==> src/rtl/fcmd_pkg.sv <==
package fcmd_pkg;

    typedef enum logic [1:0] {
        SRC_ARRAY  = 2'd0,
        SRC_STATUS = 2'd1,
        SRC_IDQ    = 2'd2
    } src_e;

    typedef enum logic [3:0] {
        ST_READY     = 4'd0,
        ST_PAIR      = 4'd1,
        ST_BP_COUNT  = 4'd2,
        ST_BP_DATA   = 4'd3,
        ST_BP_CONF   = 4'd4,
        ST_PGM_BUSY  = 4'd5,
        ST_ERS_BUSY  = 4'd6,
        ST_PGM_SUSP  = 4'd7,
        ST_ERS_SUSP  = 4'd8,
        ST_SUSP_PAIR = 4'd9,
        ST_BEFP      = 4'd10
    } chip_e;

    typedef enum logic [3:0] {
        OP_NONE    = 4'd0,
        OP_PGM     = 4'd1,
        OP_ERASE   = 4'd2,
        OP_BUFPGM  = 4'd3,
        OP_BEFP    = 4'd4,
        OP_LOCK    = 4'd5,
        OP_UNLOCK  = 4'd6,
        OP_LOCKDN  = 4'd7,
        OP_CFG     = 4'd8,
        OP_BLANK   = 4'd9,
        OP_RESUME  = 4'd10,
        OP_SUSPEND = 4'd11
    } op_e;

    typedef enum logic [3:0] {
        K_ILLEGAL,
        K_RD_ARRAY,
        K_RD_STATUS,
        K_RD_IDQ,
        K_CLEAR,
        K_PGM,
        K_ERASE,
        K_BUFPGM,
        K_BEFP,
        K_LOCKSET,
        K_BLANK,
        K_SUSPEND,
        K_CONFIRM
    } kind_e;

    localparam logic [7:0] CMD_CONFIRM = 8'hD0;

    function automatic kind_e classify(input logic [7:0] b);
        kind_e k;
        case (b)
            8'hFF:        k = K_RD_ARRAY;
            8'h70:        k = K_RD_STATUS;
            8'h90, 8'h98: k = K_RD_IDQ;
            8'h50:        k = K_CLEAR;
            8'h40, 8'h10: k = K_PGM;
            8'h20:        k = K_ERASE;
            8'hE9:        k = K_BUFPGM;
            8'h80:        k = K_BEFP;
            8'h60:        k = K_LOCKSET;
            8'hBC:        k = K_BLANK;
            8'hB0:        k = K_SUSPEND;
            CMD_CONFIRM:  k = K_CONFIRM;
            default:      k = K_ILLEGAL;
        endcase
        return k;
    endfunction

    function automatic logic opens_pair(input kind_e k);
        return (k == K_PGM) || (k == K_ERASE) || (k == K_BEFP) ||
               (k == K_LOCKSET) || (k == K_BLANK) || (k == K_BUFPGM);
    endfunction

    function automatic logic is_read_cmd(input kind_e k);
        return (k == K_RD_ARRAY) || (k == K_RD_STATUS) || (k == K_RD_IDQ);
    endfunction

    function automatic src_e src_of(input kind_e k);
        src_e s;
        case (k)
            K_RD_STATUS: s = SRC_STATUS;
            K_RD_IDQ:    s = SRC_IDQ;
            default:     s = SRC_ARRAY;
        endcase
        return s;
    endfunction

endpackage

==> src/rtl/fcmd_decode.sv <==
module fcmd_decode
    import fcmd_pkg::*;
(
    input  logic [7:0] byte_in,
    output kind_e      kind,
    output op_e        lock_op,
    output logic       lock_ok
);
    always_comb begin
        kind    = classify(byte_in);
        lock_ok = 1'b1;
        case (byte_in)
            8'h01:       lock_op = OP_LOCK;
            CMD_CONFIRM: lock_op = OP_UNLOCK;
            8'h2F:       lock_op = OP_LOCKDN;
            8'h03:       lock_op = OP_CFG;
            default: begin
                lock_op = OP_NONE;
                lock_ok = 1'b0;
            end
        endcase
    end
endmodule

==> src/rtl/fcmd_partmux.sv <==
module fcmd_partmux
    import fcmd_pkg::*;
#(
    parameter int PART_W = 3
) (
    input  logic              clk,
    input  logic              rst,
    input  logic              upd_en,
    input  logic [PART_W-1:0] upd_part,
    input  src_e              upd_src,
    input  logic              rd_en,
    input  logic [PART_W-1:0] rd_part,
    output logic              rd_valid,
    output src_e              rd_src
);
    localparam int NPART = 1 << PART_W;

    logic [NPART-1:0][1:0] sel_vec;

    for (genvar p = 0; p < NPART; p++) begin : g_part
        src_e sel_q;
        always_ff @(posedge clk) begin
            if (rst)
                sel_q <= SRC_ARRAY;
            else if (upd_en && (upd_part == PART_W'(p)))
                sel_q <= upd_src;
        end
        assign sel_vec[p] = sel_q;
    end

    always_ff @(posedge clk) begin
        if (rst) begin
            rd_valid <= 1'b0;
            rd_src   <= SRC_ARRAY;
        end else begin
            rd_valid <= rd_en;
            rd_src   <= src_e'(sel_vec[rd_part]);
        end
    end
endmodule

==> src/rtl/fcmd_seq.sv <==
module fcmd_seq
    import fcmd_pkg::*;
#(
    parameter int PART_W = 3,
    parameter int BLK_W  = 10,
    parameter int CNT_W  = 5
) (
    input  logic              clk,
    input  logic              rst,
    input  logic              wr_en,
    input  logic [PART_W-1:0] wr_part,
    input  logic [BLK_W-1:0]  wr_blk,
    input  logic [7:0]        wr_data,
    input  kind_e             kind,
    input  op_e               lock_op,
    input  logic              lock_ok,
    input  logic              wsm_busy,
    output chip_e             state,
    output logic              err_seq,
    output logic              err_pgm,
    output logic              err_ers,
    output logic              susp_pgm,
    output logic              susp_ers,
    output logic              start,
    output op_e               op,
    output logic              accept,
    output logic              upd_en,
    output logic [PART_W-1:0] upd_part,
    output src_e              upd_src
);
    chip_e             st_n, ret_q, ret_n;
    kind_e             pend_q, pend_n;
    logic [PART_W-1:0] ppart_q, ppart_n;
    logic [BLK_W-1:0]  pblk_q, pblk_n;
    logic [CNT_W-1:0]  cnt_q, cnt_n;
    logic              eseq_n, epgm_n, eers_n;
    logic              start_n, acc_n, busy_q, busy_fell;
    op_e               op_n;
    logic              same_part, same_blk, is_conf;

    assign same_part = (wr_part == ppart_q);
    assign same_blk  = (wr_blk == pblk_q);
    assign is_conf   = (wr_data == CMD_CONFIRM);
    assign busy_fell = busy_q & ~wsm_busy;

    always_comb begin
        st_n    = state;
        ret_n   = ret_q;
        pend_n  = pend_q;
        ppart_n = ppart_q;
        pblk_n  = pblk_q;
        cnt_n   = cnt_q;
        eseq_n  = err_seq;
        epgm_n  = err_pgm;
        eers_n  = err_ers;
        start_n = 1'b0;
        op_n    = OP_NONE;
        acc_n   = 1'b0;
        upd_en  = 1'b0;
        upd_part = wr_part;
        upd_src = src_of(kind);

        if ((state == ST_PGM_BUSY || state == ST_ERS_BUSY) && busy_fell)
            st_n = ST_READY;

        if (wr_en) begin
            case (state)
                ST_READY: begin
                    if (is_read_cmd(kind)) begin
                        upd_en = 1'b1;
                    end else if (kind == K_CLEAR) begin
                        eseq_n = 1'b0;
                        epgm_n = 1'b0;
                        eers_n = 1'b0;
                    end else if (opens_pair(kind)) begin
                        st_n    = (kind == K_BUFPGM) ? ST_BP_COUNT : ST_PAIR;
                        pend_n  = kind;
                        ppart_n = wr_part;
                        pblk_n  = wr_blk;
                    end else begin
                        eseq_n = 1'b1;
                    end
                end
                ST_PAIR: begin
                    st_n = ST_READY;
                    if (!same_part) begin
                        eseq_n = 1'b1;
                    end else begin
                        case (pend_q)
                            K_PGM: begin
                                start_n = 1'b1;
                                op_n    = OP_PGM;
                                st_n    = ST_PGM_BUSY;
                                upd_en  = 1'b1;
                                upd_src = SRC_STATUS;
                            end
                            K_ERASE: begin
                                if (is_conf) begin
                                    start_n = 1'b1;
                                    op_n    = OP_ERASE;
                                    st_n    = ST_ERS_BUSY;
                                    upd_en  = 1'b1;
                                    upd_src = SRC_STATUS;
                                end else begin
                                    eseq_n = 1'b1;
                                    eers_n = 1'b1;
                                end
                            end
                            K_BEFP: begin
                                if (is_conf) begin
                                    start_n = 1'b1;
                                    op_n    = OP_BEFP;
                                    st_n    = ST_BEFP;
                                    upd_en  = 1'b1;
                                    upd_src = SRC_STATUS;
                                end else begin
                                    eseq_n = 1'b1;
                                end
                            end
                            K_LOCKSET: begin
                                if (lock_ok) begin
                                    start_n = 1'b1;
                                    op_n    = lock_op;
                                end else begin
                                    eseq_n = 1'b1;
                                end
                            end
                            K_BLANK: begin
                                if (is_conf) begin
                                    start_n = 1'b1;
                                    op_n    = OP_BLANK;
                                end else begin
                                    eseq_n = 1'b1;
                                end
                            end
                            default: eseq_n = 1'b1;
                        endcase
                    end
                end
                ST_BP_COUNT: begin
                    if (!same_blk) begin
                        epgm_n = 1'b1;
                        st_n   = ST_READY;
                    end else begin
                        cnt_n = wr_data[CNT_W-1:0];
                        st_n  = ST_BP_DATA;
                    end
                end
                ST_BP_DATA: begin
                    if (!same_blk) begin
                        epgm_n = 1'b1;
                        st_n   = ST_READY;
                    end else begin
                        acc_n = 1'b1;
                        if (cnt_q == '0)
                            st_n = ST_BP_CONF;
                        else
                            cnt_n = cnt_q - 1'b1;
                    end
                end
                ST_BP_CONF: begin
                    if (same_part && is_conf) begin
                        start_n = 1'b1;
                        op_n    = OP_BUFPGM;
                        st_n    = ST_PGM_BUSY;
                        upd_en  = 1'b1;
                        upd_src = SRC_STATUS;
                    end else begin
                        eseq_n = 1'b1;
                        st_n   = ST_READY;
                    end
                end
                ST_PGM_BUSY, ST_ERS_BUSY: begin
                    if (is_read_cmd(kind)) begin
                        upd_en = 1'b1;
                    end else if (kind == K_SUSPEND) begin
                        start_n = 1'b1;
                        op_n    = OP_SUSPEND;
                        st_n    = (state == ST_PGM_BUSY) ? ST_PGM_SUSP : ST_ERS_SUSP;
                    end else if (kind != K_CLEAR) begin
                        eseq_n = 1'b1;
                    end
                end
                ST_PGM_SUSP, ST_ERS_SUSP: begin
                    if (is_read_cmd(kind)) begin
                        upd_en = 1'b1;
                    end else if (kind == K_CONFIRM) begin
                        start_n = 1'b1;
                        op_n    = OP_RESUME;
                        st_n    = (state == ST_PGM_SUSP) ? ST_PGM_BUSY : ST_ERS_BUSY;
                    end else if (opens_pair(kind)) begin
                        ret_n = state;
                        st_n  = ST_SUSP_PAIR;
                    end else if (kind != K_CLEAR) begin
                        eseq_n = 1'b1;
                    end
                end
                ST_SUSP_PAIR: begin
                    eseq_n = 1'b1;
                    st_n   = ret_q;
                end
                ST_BEFP: begin
                    if (!same_blk)
                        st_n = ST_READY;
                    else if (!wsm_busy)
                        acc_n = 1'b1;
                end
                default: st_n = ST_READY;
            endcase
        end
    end

    always_ff @(posedge clk) begin
        if (rst) begin
            state   <= ST_READY;
            ret_q   <= ST_PGM_SUSP;
            pend_q  <= K_ILLEGAL;
            ppart_q <= '0;
            pblk_q  <= '0;
            cnt_q   <= '0;
            err_seq <= 1'b0;
            err_pgm <= 1'b0;
            err_ers <= 1'b0;
            start   <= 1'b0;
            op      <= OP_NONE;
            accept  <= 1'b0;
            busy_q  <= 1'b0;
        end else begin
            state   <= st_n;
            ret_q   <= ret_n;
            pend_q  <= pend_n;
            ppart_q <= ppart_n;
            pblk_q  <= pblk_n;
            cnt_q   <= cnt_n;
            err_seq <= eseq_n;
            err_pgm <= epgm_n;
            err_ers <= eers_n;
            start   <= start_n;
            op      <= op_n;
            accept  <= acc_n;
            busy_q  <= wsm_busy;
        end
    end

    assign susp_pgm = (state == ST_PGM_SUSP) ||
                      ((state == ST_SUSP_PAIR) && (ret_q == ST_PGM_SUSP));
    assign susp_ers = (state == ST_ERS_SUSP) ||
                      ((state == ST_SUSP_PAIR) && (ret_q == ST_ERS_SUSP));
endmodule

==> src/rtl/fcmd_top.sv <==
module fcmd_top
    import fcmd_pkg::*;
#(
    parameter int PART_W = 3,
    parameter int BLK_W  = 10,
    parameter int CNT_W  = 5
) (
    input  logic              clk,
    input  logic              rst,
    input  logic              wr_en,
    input  logic [PART_W-1:0] wr_part,
    input  logic [BLK_W-1:0]  wr_blk,
    input  logic [7:0]        wr_data,
    input  logic              rd_en,
    input  logic [PART_W-1:0] rd_part,
    input  logic              wsm_busy,
    output logic              rd_valid,
    output logic [1:0]        rd_src,
    output logic [7:0]        status,
    output logic [3:0]        chip_state,
    output logic              wsm_start,
    output logic [3:0]        wsm_op,
    output logic              data_accept
);
    kind_e             kind;
    op_e               lock_op, op;
    logic              lock_ok;
    chip_e             state;
    logic              err_seq, err_pgm, err_ers, susp_pgm, susp_ers;
    logic              upd_en;
    logic [PART_W-1:0] upd_part;
    src_e              upd_src, src;

    fcmd_decode u_dec (
        .byte_in (wr_data),
        .kind    (kind),
        .lock_op (lock_op),
        .lock_ok (lock_ok)
    );

    fcmd_seq #(.PART_W(PART_W), .BLK_W(BLK_W), .CNT_W(CNT_W)) u_seq (
        .clk      (clk),
        .rst      (rst),
        .wr_en    (wr_en),
        .wr_part  (wr_part),
        .wr_blk   (wr_blk),
        .wr_data  (wr_data),
        .kind     (kind),
        .lock_op  (lock_op),
        .lock_ok  (lock_ok),
        .wsm_busy (wsm_busy),
        .state    (state),
        .err_seq  (err_seq),
        .err_pgm  (err_pgm),
        .err_ers  (err_ers),
        .susp_pgm (susp_pgm),
        .susp_ers (susp_ers),
        .start    (wsm_start),
        .op       (op),
        .accept   (data_accept),
        .upd_en   (upd_en),
        .upd_part (upd_part),
        .upd_src  (upd_src)
    );

    fcmd_partmux #(.PART_W(PART_W)) u_mux (
        .clk      (clk),
        .rst      (rst),
        .upd_en   (upd_en),
        .upd_part (upd_part),
        .upd_src  (upd_src),
        .rd_en    (rd_en),
        .rd_part  (rd_part),
        .rd_valid (rd_valid),
        .rd_src   (src)
    );

    assign rd_src     = src;
    assign wsm_op     = op;
    assign chip_state = state;
    assign status     = {~wsm_busy, susp_ers, err_ers, err_pgm,
                         err_seq, susp_pgm, 1'b0, wsm_busy};
endmodule

==> config.mk <==
export PLATFORM = sky130hd
export DESIGN_NAME = fcmd_top
export DESIGN_NICKNAME = d
export VERILOG_FILES = /design/src/rtl/fcmd_pkg.sv /design/src/rtl/fcmd_decode.sv /design/src/rtl/fcmd_partmux.sv /design/src/rtl/fcmd_seq.sv /design/src/rtl/fcmd_top.sv
export SDC_FILE = /design/constraint.sdc
export NUM_CORES = 1
export LEC_CHECK = 0
export CORE_MARGIN = 2
export CORE_UTILIZATION = 51
export CTS_CLUSTER_DIAMETER = 150
export DETAILED_ROUTE_END_ITERATION = 10
export PLACE_DENSITY = 0.87
export SLEW_MARGIN = 20
export SYNTH_ARGS = -nofsm -noshare
export SYNTH_HDL_FRONTEND = slang
export SYNTH_SLANG_ARGS = --single-unit
==> constraint.sdc <==
create_clock -name clk -period 3.3 [get_ports clk]
set_input_delay 0.99 -clock clk [delete_from_list [all_inputs] [get_ports clk]]
set_output_delay 0.99 -clock clk [all_outputs]
set_load 0.05 [all_outputs]
Word level (Yosys, flattened, before mapping) --
Index checks and enable logic that the tools add are counted.
Storage, ports and cells: bits in latches 0, register bits 59, RAM bits 0, input port bits 29, logic and storage cells 243, memories kept 0, memory bits (read-only) 0
Cells by class: div/mod/pow operators 0, bitwise operators 6, equal/unequal tests 75, shift-type cells 0, muxes and demuxes 92, add/sub/neg operators 1, reduce and logical (&&, ||, !) cells 45, $lt $le $gt $ge 1, multiply operators 0
Operator list (number):
- 4-bit 2-to-1 mux | 23
- 8-bit equality test, second input constant | 8
- 4-bit equality test, second input constant | 12
- 4-bit one-hot mux with 12 select lines | 1
- 4-bit by 3-bit equality test with 1-bit output, second input constant | 11
- 4-bit one-hot mux with 9 select lines | 1
- 1-bit 2-to-1 mux | 33
- 8-bit by 7-bit equality test with 1-bit output, second input constant | 4
- 4-bit one-hot mux with 4 select lines | 2
- 2-bit != test, second input constant | 11
- 2-bit 2-to-1 mux | 10
- 4-bit one-hot mux with 5 select lines | 1
- 5-bit AND reduction | 4
- 4-bit by 2-bit equality test with 1-bit output, second input constant | 4
- 8-bit by 6-bit equality test with 1-bit output, second input constant | 2
- 5-bit 2-to-1 mux | 3
- 2-bit OR reduction | 7
- 13-bit AND reduction | 1
- 3-bit equality test, second input constant | 4
- 1-bit logical AND | 12
- 2-bit one-hot mux with 2 select lines | 3
- 4-bit one-hot mux with 3 select lines | 1
- 10-bit equality test | 1
- 1-bit logical OR | 10
- other kinds (32) | 51

Depth between registers and ports, before layout --
Gate-level depths: netlist of run 1.
depth after elaboration 14, depth in mapped cells 10, mapped depth without buffers 8

Cells and area by module --
From an unflattened synthesis of run 1, not the netlist that was laid out.
Second synthesis, totals: cells, all modules 494, area, all modules 4065.1 µm²
By module, submodules not included:
- fcmd_seq | area an instance 2844.0 µm², seq. area each 800.8 µm², cells each 362, times used 1
- fcmd_partmux | area an instance 840.8 µm², seq. area each 380.4 µm², cells each 72, times used 1
- fcmd_decode | area an instance 320.3 µm², seq. area each 0.0 µm², cells each 51, times used 1
- fcmd_top | area an instance 60.1 µm², seq. area each 0.0 µm², cells each 9, times used 1

Least setup slack after synthesis of run 1 --
No wires, ideal clock.
kind input-to-reg, start in wr_data[3], end reg u_mux.g_part[4].sel_q[1], slack 0.125 ns, stages on the path 10, buffers on the path 3, arrival time 3.046 ns, path through buf_6 or4_1 buf_2 nor3_2 a311oi_2 a211oi_4 a41oi_4 buf_2 o21ai_1 o31ai_2
Between the ends: cells in the longest elaborated chain, start to end 10
Ends and longest elaborated chain:
- start, declared | line fcmd_top.sv:13 | input logic [7:0] wr_data,
- 8-bit by 7-bit equality test with 1-bit output (tied with other cells) | line fcmd_pkg.sv:58 | case (b)
- 2-bit OR reduction | line fcmd_pkg.sv:58
- 4-bit one-hot mux with 12 select lines | line fcmd_pkg.sv:58
- 4-bit by 2-bit equality test with 1-bit output or 4-bit by 1-bit equality test with 1-bit output (tied branches) | line fcmd_pkg.sv:82, fcmd_pkg.sv:87
- 2-bit one-hot mux with 2 select lines or 1-bit logical OR (tied branches) | line fcmd_pkg.sv:87, fcmd_pkg.sv:82
- 2-bit 2-to-1 mux or 1-bit logical OR (tied branches) | line fcmd_seq.sv:98, fcmd_seq.sv:110, fcmd_pkg.sv:82
- 2-bit one-hot mux with 2 select lines or 1-bit 2-to-1 mux (tied branches)
- 2-bit 2-to-1 mux or 1-bit one-hot mux with 3 select lines (tied branches) | line fcmd_seq.sv:86, fcmd_seq.sv:67
- 2-bit one-hot mux with 2 select lines or 1-bit 2-to-1 mux (tied branches) | line fcmd_seq.sv:67, fcmd_seq.sv:66
- 2-bit 2-to-1 mux or 1-bit logical AND (tied branches) | line fcmd_seq.sv:66, fcmd_partmux.sv:25
- end signal, assigned | line fcmd_partmux.sv:26 | sel_q <= upd_src;
- end, declared | line fcmd_partmux.sv:21 | src_e sel_q;
Parallel ways exist; a longest one is shown, timed or not. A chain may end at the register's enable or synchronous reset.

Worst setup path after layout of run 1 --
start in wr_data[2], end reg u_seq.ppart_q[0]
Between the ends: cells in the longest elaborated chain, start to end 10
Ends and longest elaborated chain:
- 8-bit by 7-bit equality test with 1-bit output (tied with other cells) | line fcmd_pkg.sv:58
- 2-bit OR reduction | line fcmd_pkg.sv:58
- 4-bit one-hot mux with 12 select lines * | line fcmd_pkg.sv:58
- 4-bit by 3-bit equality test with 1-bit output | line fcmd_pkg.sv:77 | return (k == K_PGM) || (k == K_ERASE) || (k == K_BEFP) ||
- 1-bit logical OR (3 in series) | line fcmd_pkg.sv:77
- 1-bit logical OR (2 in series) | line fcmd_pkg.sv:78 | (k == K_LOCKSET) || (k == K_BLANK) || (k == K_BUFPGM);
- 5-bit AND reduction (no source line) *
- end signal, assigned | line fcmd_seq.sv:232 | ppart_q <= ppart_n;
- end, declared | line fcmd_seq.sv:33 | logic [PART_W-1:0] ppart_q, ppart_n;
Mark *: on every way between the ends. The rest lies on a longest branch, timed or not.

==> results of run 1 <==
per-stage QoR:
stage | instances | util | hold slack (ps) | worst slack [ps] | setup TNS [ps]
final | 708 | 0.707 | 483 | 76.3 | 0
after global routing | 708 | 0.707 | 505 | 9.19 | 0
after CTS | 703 | 0.684 | 481 | 4.45 | 0
after detailed placement | 681 | 0.646 | 471 | -430 | -16170
after global placement | 681 | 0.646 | 455 | -379 | -13180
after floorplan | 504 | - | 446 | 125 | 0
cell usage in the layout (no fill, tap or decap), drive strengths merged, types with 14 or more instances in the layout:
cell | Yosys | routed
nand2b | 15 | 15
nand3 | 15 | 15
dfxtp | 59 | 59
buf | 21 | 82
nor2 | 60 | 60
o21ai | 39 | 39
nor3 | 17 | 17
nand2 | 31 | 31
mux2i | 18 | 18
a21oi | 19 | 19
nor2b | 24 | 24
clkbuf | 20 | 14
clkdlybuf4s50 | 0 | 37
where the power goes:
part,leakage (uW),total [uW],internal [uW],switching [uW]
clock,0.000113,770,465,304
combinational,0.00139,217,98.6,119
sequential,0.000476,716,714,1.63
registers in the layout (all words and copies together) (netlist names), 2 cells and up:
signal / flops
u_seq.op: 4
u_mux.g_part.sel_q: 16
u_mux.rd_src: 2
u_seq.pend_q: 4
u_seq.cnt_q: 5
u_seq.ppart_q: 3
u_seq.pblk_q: 10
u_seq.ret_q: 4
u_seq.state: 4
worst reg2reg max path, stage by stage (launching register included):
cell and delay [ps]:
dfxtp_1 650, nand2b_1 330, or4b_1 570, o31a_1 260, a21oi_1 160, o21ai_0 100
a311oi_1 390, a2111oi_2 80
final timing paths:
path                                             startpoint                       endpoint  slack, ps  cells past startpoint
worst max-delay path                             wr_data[2]  u_seq.ppart_q[0]$_SDFFE_PP0P_         80                      9
worst min-delay path            u_seq.cnt_q[0]$_SDFFE_PP0P_    u_seq.cnt_q[0]$_SDFFE_PP0P_        480                      2
worst max register to register    u_seq.state[2]$_SDFF_PP0_      u_seq.state[0]$_SDFF_PP0_        610                      7
worst min register to register  u_seq.cnt_q[0]$_SDFFE_PP0P_    u_seq.cnt_q[0]$_SDFFE_PP0P_        480                      2
per-layer routing:
metal,routed length [um],track usage
met1,4970,0.361
met5,0,0
met3,1230,0.0553
met4,373,0.121
met2,6270,0.495
kinds of logic (layout without fill, tap and decap cells):
| group | count (synthesis) | after routing | synth area share |
|---|---|---|---|
| AO/OA/AOI/OAI | 135 | 135 | 0.237 |
| other | 1 | 1 | 0.000935 |
| AND/OR/NAND/NOR | 216 | 216 | 0.295 |
| buffers and inverters | 52 | 154 | 0.0618 |
| flip-flops | 59 | 59 | 0.295 |
| multiplexers | 22 | 22 | 0.0674 |
| XOR/XNOR | 17 | 17 | 0.0371 |
| adder cells (fa/ha/maj) | 2 | 2 | 0.00624 |
area by class of cell:
class	instances	share of cell area
multi-input combinational	393	0.491
tap	102	0.0235
clock inverter	4	0.0134
clock buffer	12	0.0285
timing repair buffer	127	0.218
sequential	59	0.217
inverter	11	0.00760
repair_timing:
item	CTS	global route
endpoints found under the setup margin	22	40
endpoints found under the hold margin	0	0
resized for setup	5	28
setup buffers	6	3
pin swaps	4	7
gates cloned	0	2
==> summary.md, run 1 <==
| Metric | Value |
|---|---|
| Num CTS Buffers | 9 |
| H-tree levels | 3 |
| Max IR drop VDD | roughly 0.42 mV |
| Port bufs | 48 |
| Largest net degree at the start of global routing | 35 |
| Clock-pin slew on the worst setup and hold paths | 70 ps |
| Critical path data required time | about 3500 ps |
| Die Width | 92.7 um |
| Starting Density | 0.522 |
| Area of the multi-input gates | 0.00267 sq mm |
| Yosys top cell area share | 0.295 |
| Max_slew headroom | 0.518 |
| CP max-delay cell | or4_4 |
| Final Slew Violations | 0 |
| Cell count after synthesis | just over 500 |
| Critical Path AT | 3460 ps |
| Final Setup Violations | 0 |
| Placed cell areas | between 0.004 and 0.005 sq mm |
| Crit path max fanout | 10 |
| GP Congestion | about 0.96 |
| CTS tree | built |
| Initial antenna violation count | 0 |
| IO Pins | 50 |
| Antenna Violating Nets Remaining | 0 |
| Net Count, Synth | 535 |
| Vias | 4507 |
| HPWL after DPL | 8610 um |
| Drt drc | 0 |
| DR vias/cell | between 6 and 7 |
| Detailed Routing Iterations Pass 1 | 6 |
| DIE AREA | 0.00859 sq mm |
| Fmax | 0.310 GHz |
| Total wire length | 12800 um |
| Sequential standard cell area | 0.00118 sq mm |
| Cells along the critical path | clkdlybuf4s50_1, or4_4, or3_4, o21ai_4, o32ai_2, and4b_4, clkbuf_16, mux2i_1, nor2_1 |
| Yosys reg bits | 59 |
| Worst slew pin tran | about 700 ps |
| Crit-path max cell delay | 520 ps |
| Critical path startpoint category | input pin |
| Final Hold Violating Endpoints | 0 |
| WP buf/inv | 2 |
| Unrepaired setup endpoints after global routing | no |
| Min-delay worst type | flip-flop to flip-flop |
| Syn Area/Cell | 7.96 sq um |
| Lkg Pwr | 0.00198 uW |
| Overflow after GRT | 0 |
| Top cells by instance count after synthesis | 60 x nor2_1, 59 x dfxtp_1, 31 x nand2_1, 24 x nor2b_1, 20 x clkbuf_1 |
| Unique masters post-synth | 73 |
| Core Region | 0.00769 sq mm |
| Hold_buf cts | 0 |
| Clock root cell | clkbuf_8 |
| Endpoint type of the worst setup path | flip-flop |
| Fin crit share | 0.977 |
| Share of layout cells above drive strength 1 | 0.234 |
| DR iter-0 viols | 582 |
| Vias in the first global route | 4224 |
| Synth area leaders | dfxtp_1 29%, nor2_1 5.6%, mux2i_1 4.5% |
| Synth area leader | dfxtp_1 |
| Setup CP Type | input pin to flip-flop |
| # rows | 32 |
| Clk sinks | 59 |
| WL per Instance | 18.1 um |
| Max-cap violations | 0 |
| Clk_lat worst skew | 360 ps |
| Leading register cell type out of synthesis | dfxtp_1 |
| Die height | 92.7 um |
| Nets | ~630 |
| Outcome | finished, final reports clean |
| Cell Area, Synth | between 0.004 and 0.005 sq mm |
| Clock skew | 11.9 ps |
| Global-route wire length before repair | 20000 um |
| P&R area growth vs syn | 35.5% |
| Tot GR Track Use | 0.291 |
| Final Total Pwr | 1700 uW |
| Pwr/cell area | 313 mW/mm^2 |
| Delay-heaviest family, CP | simple AND/OR/NAND/NOR gates |
| Layout filler cell count | between 500 and 600 |
| Syn. warnings | 0 |
| Final min period | about 3200 ps |
| ANT cells | 0 |
| Top-count cell post-synth | nor2_1 |
| Final Instance Area | roughly 0.0054 sq mm |
| Sequential share of the synthesized area | 0.295 |
| FFs w/ async S/R, synth | 0 |
| Clock Path Buffers | 2 |
| EDFF count, synth | 0 |
(Power assumes the default switching activity.)
==> run 2: changes to the inputs <==
--- a/config.mk
+++ b/config.mk
@@ -6,10 +6,10 @@
 export NUM_CORES = 1
 export LEC_CHECK = 0
 export CORE_MARGIN = 2
-export CORE_UTILIZATION = 51
+export CORE_UTILIZATION = 50
 export CTS_CLUSTER_DIAMETER = 150
 export DETAILED_ROUTE_END_ITERATION = 10
-export PLACE_DENSITY = 0.87
+export PLACE_DENSITY = 0.86
 export SLEW_MARGIN = 20
 export SYNTH_ARGS = -nofsm -noshare
 export SYNTH_HDL_FRONTEND = slang
==> run 2 against run 1 <==
Sequential power about the same; total power rose by 3.4%; non-clock buffer count grew 4; global-route usage shrank 1.3 points; clock skew down 2.3 ps; register-to-register slack got worse by 210 ps; sequential cell count did not move; die area is 1.9% higher; cell count up 0.56%; final area decreased by 0.25%; critical endpoint is now u_seq.pblk_q[3]$_SDFFE_PP0P_; largest power group unchanged; highest routed layer unchanged.
==> summary.md, run 2 (synthesis results as in run 1) <==
| Metric | Value |
|---|---|
| Final Hold Violating Endpoints | 0 (unchanged) |
| Crit. Startpoint | wr_data[2] |
| Max IR drop VDD | 0.265 mV (-37%) |
| Worst reg-to-reg path cell count | 8 (+1) |
| Antenna Violating Nets Remaining | 0 (unchanged) |
| Top flop regs | u_mux.g_part.sel_q: 16 flops, u_seq.pblk_q: 10 flops, u_seq.cnt_q: 5 flops |
| Reg2reg end | u_mux.g_part[0].sel_q[0]$_SDFFE_PP0P_ |
| Placed cell areas | 0.00500 sq mm (+0.65%) |
| Fin crit share | 0.990 (+0.0127) |
| Lkg Pwr | 0.00197 uW (-0.54%) |
| Clk sinks | 59 (unchanged) |
| Vias | 4530 (+0.51%) |
| Core Region | 0.00777 sq mm (+1.0%) |
| GR peak layer | met2 |
| Biggest register | u_mux.g_part.sel_q |
| HPWL after DPL | 8650 um (+0.40%) |
| Overflow after GRT | 0 (unchanged) |
| Final Instance Area | 0.00542 sq mm (-0.25%) |
| CP Depth | 9 (unchanged) |
| DR iter-0 viols | 490 (-16%) |
| Final min period | 3270 ps (+41.9 ps) |
| Critical path data required time | 3540 ps (about the same) |
| CTS tree | built |
| Clock root cell | clkbuf_8 |
| Max_slew headroom | 0.370 (-0.148) |
| Hold_buf cts | 0 (unchanged) |
| Min-delay worst type | flip-flop to flip-flop |
| P&R area growth vs syn | 35.2% |
| R2r setup slk | 400 ps (-210 ps) |
| Clk_lat worst skew | 350 ps (about the same) |
| Clock-pin slew on the worst setup and hold paths | 70 ps (about the same) |
| Port bufs | 48 (unchanged) |
| Crit-path max cell delay | 570 ps (+50 ps) |
| Clock skew | 9.58 ps (-2.32 ps) |
| Final Setup Violations | 0 (unchanged) |
| RR Startpoint | u_seq.state[2]$_SDFF_PP0_ |
| Drt drc | 0 (unchanged) |
| Setup CP Type | input pin to flip-flop |
| Delay-heaviest family, CP | simple AND/OR/NAND/NOR gates |
| Clock Path Buffers | 2 (unchanged) |
| Die Width | 93.6 um (+0.95%) |
| Critical Path AT | 3500 ps (+40 ps) |
| Met1 Usage GRT | 0.350 (-0.0111) |
| Critical path startpoint category | input pin |
| Max-cap violations | 0 (unchanged) |
| Initial antenna violation count | 0 (unchanged) |
| IO Pins | 50 (unchanged) |
| Commonest non-fill, non-tap cell in the layout | buf_4 |
| Final Slew Violations | 0 (unchanged) |
| ANT cells | 0 (unchanged) |
| CP max-delay cell | or4_4 |
| Cells along the critical path | clkdlybuf4s50_1, or4_4, or3_4, o21ai_4, o32ai_2, and4b_4, clkbuf_16, mux2i_1, nor2_1 |
| Outcome | finished, final reports clean |
| Num CTS Buffers | 9 (unchanged) |
| WP buf/inv | 2 (unchanged) |
| M2 GR Usage | 0.471 (-0.0245) |
| Global-route wire length before repair | 19500 um (-2.6%) |
| # rows | 32 (unchanged) |
| H-tree levels | 3 (unchanged) |
| GP Congestion | 0.946 (-1.4%) |
| Endpoint type of the worst setup path | flip-flop |
| Commonest cells after routing, fill and taps aside | 79 x buf_4, 59 x nor2_1, 59 x dfxtp_1 |
| Detailed Routing Iterations Pass 1 | 6 (unchanged) |
| Max reg flops | 16 (unchanged) |
| Share of layout cells above drive strength 1 | 0.230 (-0.00482) |
| DR vias/cell | 6.36 (about the same) |
| Vias in the first global route | 4177 (-1.1%) |
| Starting Density | 0.516 (-0.00538) |
| Tot GR Track Use | 0.278 (-0.0126) |
| Setup TNS | 0 ps (unchanged) |
| Crit path capture | u_seq.pblk_q[3]$_SDFFE_PP0P_ |
| Fmax | 0.306 GHz (-1.3%) |
| Met3 Track Usage GR | 0.0604 (+0.00511) |
| Worst slew pin tran | 936 ps (+222 ps) |
| Crit path max fanout | 5 (-5) |
| DIE AREA | 0.00875 sq mm (+1.9%) |
| Nets | 636 (+0.63%) |
| Pwr/cell area | 325 mW/mm^2 (+3.6%) |
| WL per Instance | 17.8 um (-1.8%) |
| Die height | 93.6 um (+0.95%) |
| Total wire length | 12700 um (-1.2%) |
| Largest net degree at the start of global routing | 24 (-31%) |
## run 2: changes by cell type in the layout (fill, tap and decap cells not counted), sizes merged
cell,before,now
buf,82,86
clkbuf,14,11
dlymetal6s2s,6,4
inv,10,12
bufinv,2,3
clkdlybuf4s50,37,38
clkinv,2,1
clkinvlp,1,2
dlygate4sd2,0,1
## run 2: worst reg2reg max path, delay by kind of cell, from the launching register on
family | cells | cell delay (ps)
AOI/OAI and AO/OA | 2 | 360
and+or+nand+nor | 4 | 1630
DFF | 1 | 490
buffers and inverters | 2 | 330
## run 2: area by class of cell
class                      count  area, sq um
tap                          102          128
sequential                    59         1180
timing repair buffer         131         1190
clock buffer                   9          124
inverter                      11         41.3
fill                         558         2350
multi-input combinational    393         2640
clock inverter                 7          123
## run 2: metal layers
layer,routed length [um],vias up
li1,-,2047
met1,5020,2089
met2,5960,310
met3,1190,84
met4,501,0
met5,0,-
## run 2: what timing repair did
item,in CTS,in global routing
pin swaps,4,5
setup buffers,5,1
gates resized for setup,6,14
endpoints found under the setup margin,25,40
gates cloned,0,3
## run 2: stage by stage
| step | cells | util | total power, uW | hold WS (ps) | setup slack, ps |
|---|---|---|---|---|---|
| after detailed placement | 687 | 0.644 | 932 | 468 | -476 |
| after floorplan | 504 | - | 835 | 446 | 125 |
| after global placement | 687 | 0.644 | 925 | 456 | -345 |
| final | 712 | 0.698 | 1760 | 481 | 34.4 |
| after CTS | 708 | 0.683 | 1750 | 478 | 16.3 |
| after global routing | 712 | 0.698 | 1800 | 527 | -41.6 |
## run 2: where the power goes
part | internal, uW | switching [uW]
logic | 97.2 | 113
clock network | 506 | 328
registers | 714 | 1.70
total | 1320 | 443
## run 2: worst min-delay path by stage
stage,startpoint,end,slack [ps],cells past startpoint
after global placement,u_seq.cnt_q[0]$_SDFFE_PP0P_,u_seq.cnt_q[0]$_SDFFE_PP0P_,460,2
after detailed placement,u_seq.cnt_q[0]$_SDFFE_PP0P_,u_seq.cnt_q[0]$_SDFFE_PP0P_,470,2
after global routing,u_seq.cnt_q[0]$_SDFFE_PP0P_,u_seq.cnt_q[0]$_SDFFE_PP0P_,530,2
after floorplan,u_seq.cnt_q[0]$_SDFFE_PP0P_,u_seq.cnt_q[0]$_SDFFE_PP0P_,450,2
after CTS,u_seq.cnt_q[0]$_SDFFE_PP0P_,u_seq.cnt_q[0]$_SDFFE_PP0P_,480,2
final,u_seq.cnt_q[0]$_SDFFE_PP0P_,u_seq.cnt_q[0]$_SDFFE_PP0P_,480,2
==> run 3: changes to the inputs <==
--- a/config.mk
+++ b/config.mk
@@ -6,10 +6,10 @@
 export NUM_CORES = 1
 export LEC_CHECK = 0
 export CORE_MARGIN = 2
-export CORE_UTILIZATION = 50
+export CORE_UTILIZATION = 51
 export CTS_CLUSTER_DIAMETER = 150
 export DETAILED_ROUTE_END_ITERATION = 10
-export PLACE_DENSITY = 0.86
+export PLACE_DENSITY = 0.87
 export SLEW_MARGIN = 20
 export SYNTH_ARGS = -nofsm -noshare
 export SYNTH_HDL_FRONTEND = slang
==> results of run 3 <==
Same layout as run 1: the final DEF is identical, and so are final timing and power.
